File: src/rtl/dsadc_pkg.sv
package dsadc_pkg;

    typedef enum logic [2:0] {
        PH_IDLE  = 3'd0,
        PH_AZ    = 3'd1,
        PH_IZ    = 3'd2,
        PH_INT   = 3'd3,
        PH_DEINT = 3'd4
    } phase_e;

    localparam int NUM_ACTIVE_PHASES = 4;

endpackage

File: src/rtl/dsadc_sync.sv
module dsadc_sync #(
    parameter int STAGES = 2
) (
    input  logic clk,
    input  logic rst_n,
    input  logic d_in,
    output logic q_out
);
    logic [STAGES-1:0] sh_d, sh_q;

    always_comb begin
        sh_d = {sh_q[STAGES-2:0], d_in};
    end

    always_ff @(posedge clk or negedge rst_n) begin
        if (!rst_n) sh_q <= '0;
        else        sh_q <= sh_d;
    end

    assign q_out = sh_q[STAGES-1];
endmodule

File: src/rtl/dsadc_phase_dec.sv
module dsadc_phase_dec
    import dsadc_pkg::*;
(
    input  phase_e                       phase,
    input  logic                         pol,
    output logic [NUM_ACTIVE_PHASES-1:0] en,
    output logic                         ref_neg
);
    for (genvar i = 0; i < NUM_ACTIVE_PHASES; i++) begin : g_en
        assign en[i] = (phase == phase_e'(i + 1));
    end

    assign ref_neg = (phase == PH_DEINT) & pol;
endmodule

File: src/rtl/dsadc_fsm.sv
module dsadc_fsm
    import dsadc_pkg::*;
#(
    parameter int CNT_W     = 16,
    parameter int MAX_DEINT = 60000
) (
    input  logic             clk,
    input  logic             rst_n,
    input  logic             cfg_we,
    input  logic [CNT_W-1:0] cfg_az_len,
    input  logic [CNT_W-1:0] cfg_iz_len,
    input  logic [CNT_W-1:0] cfg_int_len,
    input  logic             start,
    input  logic             continuous,
    input  logic             cmp_lvl,
    output phase_e           phase,
    output logic             pol,
    output logic [CNT_W-1:0] res,
    output logic             res_neg,
    output logic             res_ovr,
    output logic             res_vld
);
    localparam logic [CNT_W-1:0] MAX_C = CNT_W'(MAX_DEINT);
    localparam logic [CNT_W-1:0] ONE_C = CNT_W'(1);

    typedef struct packed {
        phase_e           phase;
        logic [CNT_W-1:0] cnt;
        logic             pol;
        logic [CNT_W-1:0] az_len;
        logic [CNT_W-1:0] iz_len;
        logic [CNT_W-1:0] int_len;
        logic [CNT_W-1:0] res;
        logic             res_neg;
        logic             res_ovr;
        logic             res_vld;
    } st_t;

    st_t st_d, st_q;

    function automatic logic [CNT_W-1:0] last_idx(input logic [CNT_W-1:0] len);
        return (len == '0) ? '0 : len - ONE_C;
    endfunction

    logic az_last, iz_last, int_last, done;

    always_comb begin
        st_d     = st_q;
        st_d.res_vld = 1'b0;
        done     = 1'b0;
        az_last  = (st_q.cnt == last_idx(st_q.az_len));
        iz_last  = (st_q.cnt == last_idx(st_q.iz_len));
        int_last = (st_q.cnt == last_idx(st_q.int_len));

        unique case (st_q.phase)
            PH_IDLE: begin
                if (cfg_we) begin
                    st_d.az_len  = cfg_az_len;
                    st_d.iz_len  = cfg_iz_len;
                    st_d.int_len = cfg_int_len;
                end
                if (start) begin
                    st_d.phase = PH_AZ;
                    st_d.cnt   = '0;
                end
            end
            PH_AZ: begin
                if (az_last) begin
                    st_d.phase = PH_IZ;
                    st_d.cnt   = '0;
                end else begin
                    st_d.cnt = st_q.cnt + ONE_C;
                end
            end
            PH_IZ: begin
                if (iz_last) begin
                    st_d.phase = PH_INT;
                    st_d.cnt   = '0;
                end else begin
                    st_d.cnt = st_q.cnt + ONE_C;
                end
            end
            PH_INT: begin
                if (int_last) begin
                    st_d.phase = PH_DEINT;
                    st_d.cnt   = '0;
                    st_d.pol   = cmp_lvl;
                end else begin
                    st_d.cnt = st_q.cnt + ONE_C;
                end
            end
            PH_DEINT: begin
                if (cmp_lvl != st_q.pol) begin
                    done        = 1'b1;
                    st_d.res    = st_q.cnt;
                    st_d.res_ovr = 1'b0;
                end else if (st_q.cnt == MAX_C) begin
                    done        = 1'b1;
                    st_d.res    = MAX_C;
                    st_d.res_ovr = 1'b1;
                end else begin
                    st_d.cnt = st_q.cnt + ONE_C;
                end
                if (done) begin
                    st_d.res_vld = 1'b1;
                    st_d.res_neg = ~st_q.pol;
                    st_d.cnt     = '0;
                    st_d.phase   = continuous ? PH_AZ : PH_IDLE;
                end
            end
            default: begin
                st_d.phase = PH_IDLE;
                st_d.cnt   = '0;
            end
        endcase
    end

    always_ff @(posedge clk or negedge rst_n) begin
        if (!rst_n) begin
            st_q         <= '0;
            st_q.phase   <= PH_IDLE;
            st_q.az_len  <= ONE_C;
            st_q.iz_len  <= ONE_C;
            st_q.int_len <= ONE_C;
        end else begin
            st_q <= st_d;
        end
    end

    assign phase   = st_q.phase;
    assign pol     = st_q.pol;
    assign res     = st_q.res;
    assign res_neg = st_q.res_neg;
    assign res_ovr = st_q.res_ovr;
    assign res_vld = st_q.res_vld;
endmodule

File: src/rtl/dsadc_seq.sv
module dsadc_seq
    import dsadc_pkg::*;
#(
    parameter int CNT_W       = 16,
    parameter int MAX_DEINT   = 60000,
    parameter int SYNC_STAGES = 2
) (
    input  logic             clk,
    input  logic             rst_n,
    input  logic             cfg_we,
    input  logic [CNT_W-1:0] cfg_az_len,
    input  logic [CNT_W-1:0] cfg_iz_len,
    input  logic [CNT_W-1:0] cfg_int_len,
    input  logic             start,
    input  logic             continuous,
    input  logic             cmp_in,
    output logic             en_az,
    output logic             en_iz,
    output logic             en_int,
    output logic             en_deint,
    output logic             ref_neg,
    output logic [CNT_W-1:0] result,
    output logic             result_neg,
    output logic             result_ovr,
    output logic             result_valid
);
    logic                         cmp_lvl;
    phase_e                       phase;
    logic                         pol;
    logic [NUM_ACTIVE_PHASES-1:0] en;

    dsadc_sync #(.STAGES(SYNC_STAGES)) sync_i (
        .clk   (clk),
        .rst_n (rst_n),
        .d_in  (cmp_in),
        .q_out (cmp_lvl)
    );

    dsadc_fsm #(.CNT_W(CNT_W), .MAX_DEINT(MAX_DEINT)) fsm_i (
        .clk         (clk),
        .rst_n       (rst_n),
        .cfg_we      (cfg_we),
        .cfg_az_len  (cfg_az_len),
        .cfg_iz_len  (cfg_iz_len),
        .cfg_int_len (cfg_int_len),
        .start       (start),
        .continuous  (continuous),
        .cmp_lvl     (cmp_lvl),
        .phase       (phase),
        .pol         (pol),
        .res         (result),
        .res_neg     (result_neg),
        .res_ovr     (result_ovr),
        .res_vld     (result_valid)
    );

    dsadc_phase_dec dec_i (
        .phase   (phase),
        .pol     (pol),
        .en      (en),
        .ref_neg (ref_neg)
    );

    assign en_az    = en[0];
    assign en_iz    = en[1];
    assign en_int   = en[2];
    assign en_deint = en[3];
endmodule

File: config.mk
export PLATFORM = sky130hd
export DESIGN_NAME = dsadc_seq
export DESIGN_NICKNAME = d
export VERILOG_FILES = /design/src/rtl/dsadc_pkg.sv /design/src/rtl/dsadc_sync.sv /design/src/rtl/dsadc_phase_dec.sv /design/src/rtl/dsadc_fsm.sv /design/src/rtl/dsadc_seq.sv
export SDC_FILE = /design/constraint.sdc
export NUM_CORES = 1
export LEC_CHECK = 0
export ABC_AREA = 1
export ABC_CLOCK_PERIOD_IN_PS = 2600
export BUFFER_PORTS_ARGS = -buffer_cell sky130_fd_sc_hd__buf_2
export CAP_MARGIN = 20
export CORE_UTILIZATION = 55
export DETAILED_ROUTE_END_ITERATION = 8
export GPL_TIMING_DRIVEN = 0
export PLACE_DENSITY = 0.85
export REMOVE_ABC_BUFFERS = 1
export SETUP_SLACK_MARGIN = 0.2
export SKIP_CTS_REPAIR_TIMING = 1
export SLEW_MARGIN = 20
export SYNTH_ARGS = -nofsm -noshare
export SYNTH_HDL_FRONTEND = slang
export SYNTH_SLANG_ARGS = --single-unit
File: constraint.sdc
create_clock -name clk -period 2.6 [get_ports clk]
set_input_delay 0.39 -clock clk [delete_from_list [all_inputs] [get_ports clk]]
set_output_delay 0.39 -clock clk [all_outputs]
set_load 0.05 [all_outputs]
==> flow_metrics.tcl <==
set metrics [dict create \
    crit_chain "nor2_4, nand2_8, nor2_4, nand2_2, nand2_1, nand2_1, a21oi_2, nand2_1, nor2_2, nand2_2, nand2_2, nand2_4, nor2_4, buf_12, nand3_2, nand2_1" \
    diodes 0 \
    clock_path_buffers 2 \
    whs_ns 0.122 \
    gp_congestion 0.920 \
    die_y_um 106 \
    wl_per_cell_um 14.7 \
    arrival_ns 2.76 \
    drt_iter0_markers 551 \
    slowest_stage "dfrtp_2" \
    syn_to_final_growth_pct 18.6 \
    fmax_mhz 411 \
    cp_max_fo 15 \
    num_io_pins 78 \
    drv_cap 0 \
    seq_area_frac_synth_pct 37.5 \
    max_slew_margin_pct 47.4 \
    tightest_slew_ns 0.782 \
    avgViaCountPerCell 5.52 \
    setup_viol 0 \
    end_kind "register" \
    cp_top_family "simple AND/OR/NAND/NOR gates" \
    h-tree-depth 3 \
    die-area_sq_um 11300 \
    final_cell_area_sq_um 7060 \
    crit_buf_inv 1 \
    synth-seq-cells 89 \
    grt_pass1_vias 5193 \
    rsz0062_at_grt "yes" \
    grt-ovfl-total 0 \
    finalMaxSlewViolations 0 \
    root_buffer "clkbuf_8" \
    min_period_ns 2.43 \
    path_common_cell "nand2_1" \
    p_leak_nw 3.49 \
    wl_met2_um 7390 \
    period_share_pct 93.6 \
    ant_nets 0 \
    final_cell_mix "nand2_1 (219), nor2_1 (113), dfrtp_1 (82)" \
    placedInstanceArea_sq_um 6330 \
    fin_tns_setup_ns 0 \
    cts_sinks 89 \
    drc 0 \
    row_count 37 \
    routed.top_layer "met4" \
    final_common_cell "nand2_1" \
    start_util_pct 57.2 \
    nets 1006 \
    ir_worst_vdd_mv 0.626 \
    numCtsBuffers 9 \
    wl_met1_um 6510 \
    outcome "finished, final reports clean" \
    dieWidth_um 106 \
    hold_path.class "in -> reg" \
    cts_tree "yes" \
    clock-skew-final_ns 0.0167 \
    antenna_found_initial 0 \
    synth-warning-count 0 \
    powerDensity_nw_per_um2 900 \
    grt_pass1_wl_um 24300 \
    wl_um 15900 \
    syn_inst 864 \
    critical_path_class "reg -> reg" \
    drtPass1Iterations 8 \
    grt_util_all_layers_pct 27.7 \
    via_count 6004 \
    portBuffers 77 \
    coreArea_sq_um 10400 \
    hold_depth 1 \
    ys_types 31 \
    place_hpwl_um 10600 \
    clk_latency_ns 0.39 \
    finalHoldViolations 0 \
    clk_pin_slew_ns 0.11 \
    max_stage_delay_ns 0.47 \
    postSynthAreaPerCell_sq_um 6.89 \
    syn_area_sq_um 5960 \
    required_ns 2.93 \
    r2r_cells 16 \
    cp-start-kind "register" \
    cp.depth 16 \
    wl_met3_um 1340 \
    grt_max_degree 73 \
    drive_gt1_share_pct 22.9 \
]
[kinds of logic (layout without fill, tap and decap cells)]
| logic type | after synthesis | in the layout | share of synthesized area (%) |
|---|---|---|---|
| simple gates | 500 | 507 | 36.4 |
| mux | 10 | 10 | 1.87 |
| flops | 89 | 89 | 37.5 |
| xor+xnor | 33 | 33 | 4.85 |
| fa+ha+maj | 5 | 5 | 1.05 |
| buf+inv | 126 | 207 | 9.81 |
| compound gates | 101 | 101 | 8.61 |
[synth_stat cells]
| library cell | instances | area, sq um |
|---|---|---|
| clkinv_1 | 2 | 7.51 |
| mux2i_1 | 1 | 10.0 |
| buf_4 | 17 | 128 |
| dfrtp_1 | 86 | 2150 |
| dfstp_2 | 3 | 78.8 |
| nor2_4 | 4 | 45.0 |
| mux2_2 | 9 | 101 |
| clkbuf_1 | 13 | 48.8 |
| nand4_1 | 28 | 175 |
| buf_2 | 2 | 10.0 |
| xor2_1 | 31 | 272 |
| o22ai_1 | 1 | 6.26 |
| nor3_1 | 6 | 30.0 |
| nor2_1 | 137 | 514 |
| nand2_4 | 3 | 33.8 |
| nand2_1 | 227 | 852 |
| nor2_2 | 14 | 87.6 |
| inv_1 | 84 | 315 |
| o21ai_0 | 43 | 215 |
| a21oi_2 | 1 | 8.76 |
| ha_1 | 5 | 62.6 |
| a21oi_1 | 55 | 275 |
| xnor2_1 | 2 | 17.5 |
| nor4_1 | 4 | 25.0 |
| buf_6 | 6 | 67.6 |
| nand3_2 | 1 | 10.0 |
| and2_1 | 3 | 18.8 |
| nand2_2 | 7 | 43.8 |
| buf_1 | 2 | 7.51 |
| nand3_1 | 66 | 330 |
| o31ai_1 | 1 | 7.51 |
[power breakdown]
group | internal (W) | switching [W] | total (W)
clock network | 0.000373 | 0.000594 | 0.000967
logic | 0.00126 | 0.00180 | 0.00306
registers | 0.00180 | 0.000525 | 0.00233
total | 0.00344 | 0.00292 | 0.00636
[area by class of cell]
type	instances	area, sq um
clock buffers	9	124
clock inverters	7	65.1
fillers	880	3350
inverters	86	332
multi-input cells	656	3460
flip-flops and latches	89	2240
well taps	136	170
repair buffers	105	673
[per-stage QoR]
step | utilization, % | power [W] | setup WS [ns] | cells
2_1_floorplan | - | 0.00420 | -0.374 | 824
3_3_place_gp | 60.0 | 0.00474 | -1.34 | 1037
3_5_place_dp | 60.8 | 0.00484 | -0.198 | 1040
4_1_cts | 62.6 | 0.00580 | -0.206 | 1056
5_1_grt | 67.8 | 0.00689 | 0.00989 | 1088
6_report | 67.8 | 0.00636 | 0.165 | 1088
[state kept, by name, indices dropped and copies added, names as in the netlist]
register,cells
fsm_i.res,16
fsm_i.res_ovr,1
fsm_i.res_vld,1
sync_i.sh_q,2
fsm_i.res_neg,1
fsm_i.pol,1
fsm_i.phase,3
fsm_i.st_q,64
[path summary, 6_finish.rpt]
check | from | endpoint | slack [ns]
max | fsm_i.st_q[22]$_DFFE_PN0P_ | fsm_i.phase[0]$_DFFE_PN0P_ | 0.17
min | cmp_in | sync_i.sh_q[0]$_DFF_PN0_ | 0.12
max reg2reg | fsm_i.st_q[22]$_DFFE_PN0P_ | fsm_i.phase[0]$_DFFE_PN0P_ | 0.17
min reg2reg | sync_i.sh_q[0]$_DFF_PN0_ | sync_i.sh_q[1]$_DFF_PN0_ | 0.37
max in group asynchronous | rst_n | fsm_i.st_q[51]$_DFFE_PN1P_ | 1.43
min in group asynchronous | rst_n | fsm_i.st_q[34]$_DFFE_PN0P_ | 0.50
[metal layers]
metal  GRT usage (%)  vias to the layer above
met5               0                        -
met4            12.5                        0
met3            5.52                       70
met2            44.3                      329
met1            36.3                     2679
li1                -                     2926
Note: power is estimated with default switching activity, not from simulation.
